### config.mk
export PLATFORM = sky130hd
export DESIGN_NAME = refresh_timer
export DESIGN_NICKNAME = d
export VERILOG_FILES = /design/src/rtl/refresh_timer_pkg.sv /design/src/rtl/rfsh_limit_reg.sv /design/src/rtl/rfsh_counter.sv /design/src/rtl/refresh_timer.sv
export SDC_FILE = /design/constraint.sdc
export NUM_CORES = 1
export LEC_CHECK = 0
export BUFFER_PORTS_ARGS = -buffer_cell sky130_fd_sc_hd__buf_4
export CAP_MARGIN = 0
export CORE_ASPECT_RATIO = 1.75
export CORE_MARGIN = 10
export CORE_UTILIZATION = 57
export DETAILED_ROUTE_END_ITERATION = 7
export GPL_TIMING_DRIVEN = 0
export HOLD_SLACK_MARGIN = 0.05
export PLACE_DENSITY = 0.9
export SLEW_MARGIN = 20
export SYNTH_ARGS = -nofsm -noshare
export SYNTH_HDL_FRONTEND = slang
export SYNTH_HIERARCHICAL = 1
export SYNTH_SLANG_ARGS = --single-unit
### constraint.sdc
create_clock -name clk_i -period 2.91 [get_ports clk_i]
set_clock_uncertainty 0.15 [all_clocks]
set_input_delay 0 -clock clk_i [delete_from_list [all_inputs] [get_ports clk_i]]
set_output_delay 0 -clock clk_i [all_outputs]
set_load 0.005 [all_outputs]
### src/rtl/refresh_timer_pkg.sv
package refresh_timer_pkg;
  localparam int unsigned CNT_W = 12;
  localparam logic [CNT_W-1:0] COLD_LIMIT = '1;
  typedef logic [CNT_W-1:0] cnt_t;
endpackage

### src/rtl/rfsh_limit_reg.sv
module rfsh_limit_reg
  import refresh_timer_pkg::*;
#(
  parameter cnt_t RESET_VAL = COLD_LIMIT
) (
  input  logic clk_i,
  input  logic rst_ni,
  input  logic we_i,
  input  cnt_t wdata_i,
  output cnt_t limit_o
);
  cnt_t limit_q;

  // cold reset only; warm reset must not reach this flop
  always_ff @(posedge clk_i or negedge rst_ni) begin
    if (!rst_ni)   limit_q <= RESET_VAL;
    else if (we_i) limit_q <= wdata_i;
  end

  assign limit_o = limit_q;

  AST_LIMIT_HOLD: assert property (@(posedge clk_i) disable iff (!rst_ni)
    !we_i |=> $stable(limit_q));
  AST_LIMIT_LOAD: assert property (@(posedge clk_i) disable iff (!rst_ni)
    we_i |=> limit_q == $past(wdata_i));
endmodule

### src/rtl/rfsh_counter.sv
module rfsh_counter
  import refresh_timer_pkg::*;
(
  input  logic clk_i,
  input  logic rst_ni,
  input  logic hold_i,
  input  cnt_t limit_i,
  output logic req_o
);
  cnt_t cnt_q;
  logic req_q;
  logic terminal;

  // >= rather than == so a lowered limit cannot let the count wrap
  assign terminal = (cnt_q >= limit_i);

  always_ff @(posedge clk_i or negedge rst_ni) begin
    if (!rst_ni) begin
      cnt_q <= '0;
      req_q <= 1'b0;
    end else if (hold_i) begin
      cnt_q <= '0;
      req_q <= 1'b0;
    end else if (terminal) begin
      cnt_q <= '0;
      req_q <= 1'b1;
    end else begin
      cnt_q <= cnt_q + 1'b1;
      req_q <= 1'b0;
    end
  end

  assign req_o = req_q;

  AST_COUNT_UP: assert property (@(posedge clk_i) disable iff (!rst_ni)
    (!hold_i && cnt_q < limit_i) |=> (cnt_q == $past(cnt_q) + 1'b1) && !req_q);
  AST_REQ_AT_MATCH: assert property (@(posedge clk_i) disable iff (!rst_ni)
    (!hold_i && cnt_q == limit_i) |=> req_q);
  AST_REQ_CLEARS: assert property (@(posedge clk_i) disable iff (!rst_ni)
    $rose(req_q) |-> cnt_q == '0);
  AST_HOLD_ZERO: assert property (@(posedge clk_i) disable iff (!rst_ni)
    hold_i |=> (cnt_q == '0) && !req_q);
  AST_NO_OVERFLOW: assert property (@(posedge clk_i) disable iff (!rst_ni)
    (!hold_i && cnt_q > limit_i) |=> (cnt_q == '0) && req_q);
endmodule

### src/rtl/refresh_timer.sv
module refresh_timer
  import refresh_timer_pkg::*;
(
  input  logic             clk_i,
  input  logic             rst_ni,
  input  logic             warm_rst_ni,
  input  logic             cfg_we_i,
  input  logic [CNT_W-1:0] cfg_wdata_i,
  output logic [CNT_W-1:0] cfg_rdata_o,
  input  logic             self_refresh_i,
  output logic             refresh_req_o
);
  cnt_t limit;
  logic cnt_rst_n;

  // counter restarts on either reset; limit register sees cold reset only
  assign cnt_rst_n = rst_ni & warm_rst_ni;

  rfsh_limit_reg #(.RESET_VAL(COLD_LIMIT)) u_limit (
    .clk_i   (clk_i),
    .rst_ni  (rst_ni),
    .we_i    (cfg_we_i),
    .wdata_i (cfg_wdata_i),
    .limit_o (limit)
  );

  rfsh_counter u_cnt (
    .clk_i   (clk_i),
    .rst_ni  (cnt_rst_n),
    .hold_i  (self_refresh_i),
    .limit_i (limit),
    .req_o   (refresh_req_o)
  );

  assign cfg_rdata_o = limit;

  AST_ZERO_LIMIT_EVERY_CLK: assert property (@(posedge clk_i) disable iff (!cnt_rst_n)
    (!self_refresh_i && limit == '0) |=> refresh_req_o);
  AST_WARM_KEEPS_LIMIT: assert property (@(posedge clk_i) disable iff (!rst_ni)
    (!warm_rst_ni && !cfg_we_i) |=> $stable(cfg_rdata_o));
endmodule

==> impl_metrics.toml <==
[worst_setup_path]
r2r_start = "u_limit/limit_o[11]"
path_class = "reg2reg"
reg2reg_slack_ps = 660
cp.arrival_ps = 2260
cp.required_ps = 2930
timing.rr.end = "u_cnt/cnt_q[7]"
cp_cell_sequence = "inv_1, ha_1, nand4_1, nor3_1, a221oi_2, nand2_1, buf_6, nor2_1"
cp-startpoint = "u_limit/limit_o[11]"
crit_family = "simple AND/OR/NAND/NOR gates"
crit_buf_inv = 2
critPathLaunchType = "flip-flop"
endpoint_kind = "flip-flop"
slowest_delay_ps = 550
rr_worst_depth = 8
worstPathMaxFanout = 10
cp_slowest_cell = "dfstp_2"

[min_path]
whs_path_depth = 3
hold_start = "cfg_we_i"
hold-path-endpoint = "u_limit/limit_o[0]"
worstHoldPathType = "in2reg"

[finish]
final_layout_size_suffix_gt1_share_pct = 36.63
fillers = 140
n_antenna_cell = 0
final_nets = 203
fin_util_pct = 80.33
area_delta_synth_final_pct = 33.88

[global_route]
grt_pass1_wl_um = 6775
met3_usage_pct = 3.731
met1_usage_pct = 17.41
antenna_found_initial = 0
grt-ovfl-total = 0
top_usage_layer = "met2"
grt_use_met2_pct = 33.30
track_usage_pct = 17.28
first_global_vias = 1315
grt_max_degree = 16

[yosys]
synthAdderAreaFrac_pct = 11.78
synth_commonest_cells = "nor2_1, dfrtp_1, ha_1, inv_1, dfstp_2"
synth_edf_count = 0
synthMuxAreaShare_pct = 12.50
syn_avg_cell_area_um2 = 11.32
synth_top_family_by_area = "multiplexers"
synth.most_common_cell = "nor2_1"
synthCells = 122
syn_nets = 152
synth_ff_type = "dfrtp_1"
synth_top_area_share_pct = 23.55
synth_seq_cells = 25
async_flop_share_pct = 100.0
synth-simple-area-share_pct = 12.23
yosysSeqAreaShare_pct = 46.38
yosysTopAreaCell = "dfrtp_1"
synth_area_leaders = "dfrtp_1, dfstp_2, ha_1"
yosys.area_share.xor_xnor_pct = 6.341
synth_compound_area_share_pct = 5.616
syn_area_mm2 = 0.001381
synthesis.yosys.warnings = 6
ys_types = 26

[timing]
tns_ps = 0
slew_headroom_pct = 63.63
hold_viol = 0
rsz0062_at_grt = "false"
worst_pin_slew_ps = 545.6
min_period_over_period_pct = 77.21
slew_violations = 0
setup_viol = 0
min_period_ps = 2247
max_freq_mhz = 445.1

[floorplanning]
die_y_um = 85.12
coreArea_mm2 = 0.002302
ios = 30
die_x_um = 57.21
die_area_mm2 = 0.004870
start_util_pct = 60.00
row_count = 23

[place]
portBuffers = 29
dp_hpwl_um = 2592
place_congestion = 0.8415

[power]
powerDensity_mw_per_mm2 = 417.8
power_uw = 772.6
p_leak_nw = 0.9146
peakVddDrop_mv = 0.3788

[cts]
clk_latency_ps = 270
postCtsSetupRepairBufs = 0
root_buffer = "clkbuf_8"
cts_buffers = 3
holdBufCountCts = 17
cts_buffer_depth = 2
cts_htree_levels = 1
cts_sinks = 25
cts_resized = 0
cts_tree = "done"
path_clk_slew_ps = 90

[route]
num_vias = 1151
drc = 0
ant_nets = 0
routed_wl_um = 4025
drt_first_pass_iters = 4
via_per_inst = 5.843
drt_iter0_drc = 80
wl_per_cell_um = 20.43

[job]
cap_violations = 0

[outcome]
outcome = "completed"
==> final cells by class <==
cell class	instances	area, µm²	area share (%)
Timing Repair Buffer	46	387.9	20.97
Sequential cell	25	640.6	34.64
Multi-Input combinational cell	82	669.4	36.20
Buffer	2	22.52	1.218
Tap cell	25	31.28	1.691
Clock buffer	3	41.29	2.233
Inverter	13	48.80	2.639
Clock inverter	1	7.507	0.4060
==> worst max path at each step <==
stage	slack, ps	to	cells past startpoint
finish	660	u_cnt/cnt_q[7]	8
floorplan	1000	u_cnt/cnt_q[2]	8
global placement	900	u_cnt/cnt_q[2]	8
CTS	790	u_cnt/cnt_q[7]	8
global route	590	u_cnt/cnt_q[3]	8
detailed placement	840	u_cnt/cnt_q[7]	8
==> metrics by stage <==
step	hold slack [ps]	area (µm²)	setup slack, ps	std cells
6_report	59.52	1849	663.2	197
4_1_cts	51.95	1849	793.9	197
3_5_place_dp	-85.81	1630	837.6	176
5_1_grt	83.96	1849	585.1	197
2_1_floorplan	-297.8	1381	1004	122
3_3_place_gp	-103.4	1630	898.7	176
==> registers in the layout, indices dropped and copies added, names as in the netlist <==
signal           cells
u_cnt/cnt_q         12
u_limit/limit_o     12
u_cnt/req_o          1
==> per-layer routing <==
| metal | vias up | share of wire, % |
|---|---|---|
| met4 | 0 | 3.7 |
| met5 | - | 0 |
| met2 | 59 | 56 |
| met1 | 561 | 34 |
| met3 | 21 | 6.5 |
| li1 | 510 | - |
==> worst register-to-register path, delay by kind of cell (launching register included) <==
kind | cells | cell delay [ps]
AO/OA/AOI/OAI | 1 | 130
adder cells (fa/ha/maj) | 1 | 370
buffers and inverters | 2 | 220
flip-flops | 1 | 550
AND/OR/NAND/NOR | 4 | 730
==> cell usage in the layout, fill, tap and decap left out, types with 2 or more instances in the layout <==
| cell | instances |
|---|---|
| dfrtp_1 | 13 |
| mux2_4 | 10 |
| dfstp_2 | 12 |
| buf_6 | 2 |
| xor2_1 | 4 |
| nand2_1 | 7 |
| buf_4 | 29 |
| nor3_1 | 2 |
| and3_1 | 2 |
| nand3_1 | 5 |
| ha_1 | 13 |
| mux2_2 | 2 |
| a21oi_1 | 4 |
| clkbuf_8 | 3 |
| dlygate4sd3_1 | 17 |
| xnor2_1 | 6 |
| nand4_1 | 2 |
| nor2_1 | 15 |
| inv_1 | 13 |
==> power by group <==
part	internal [mW]	total (mW)	switching [mW]
Combinational	0.0963	0.165	0.0684
Sequential	0.381	0.401	0.0201
Clock	0.0970	0.207	0.110
Total	0.574	0.773	0.199
==> cells by family after synthesis <==
logic type / count (synthesis)
buffers and inverters: 15
and+or+nand+nor: 36
adders and majority gates: 13
muxes: 12
DFF: 25
AOI/OAI and AO/OA: 11
xor gates and xnor gates: 10
No activity file was read; power rests on OpenSTA's default activity.
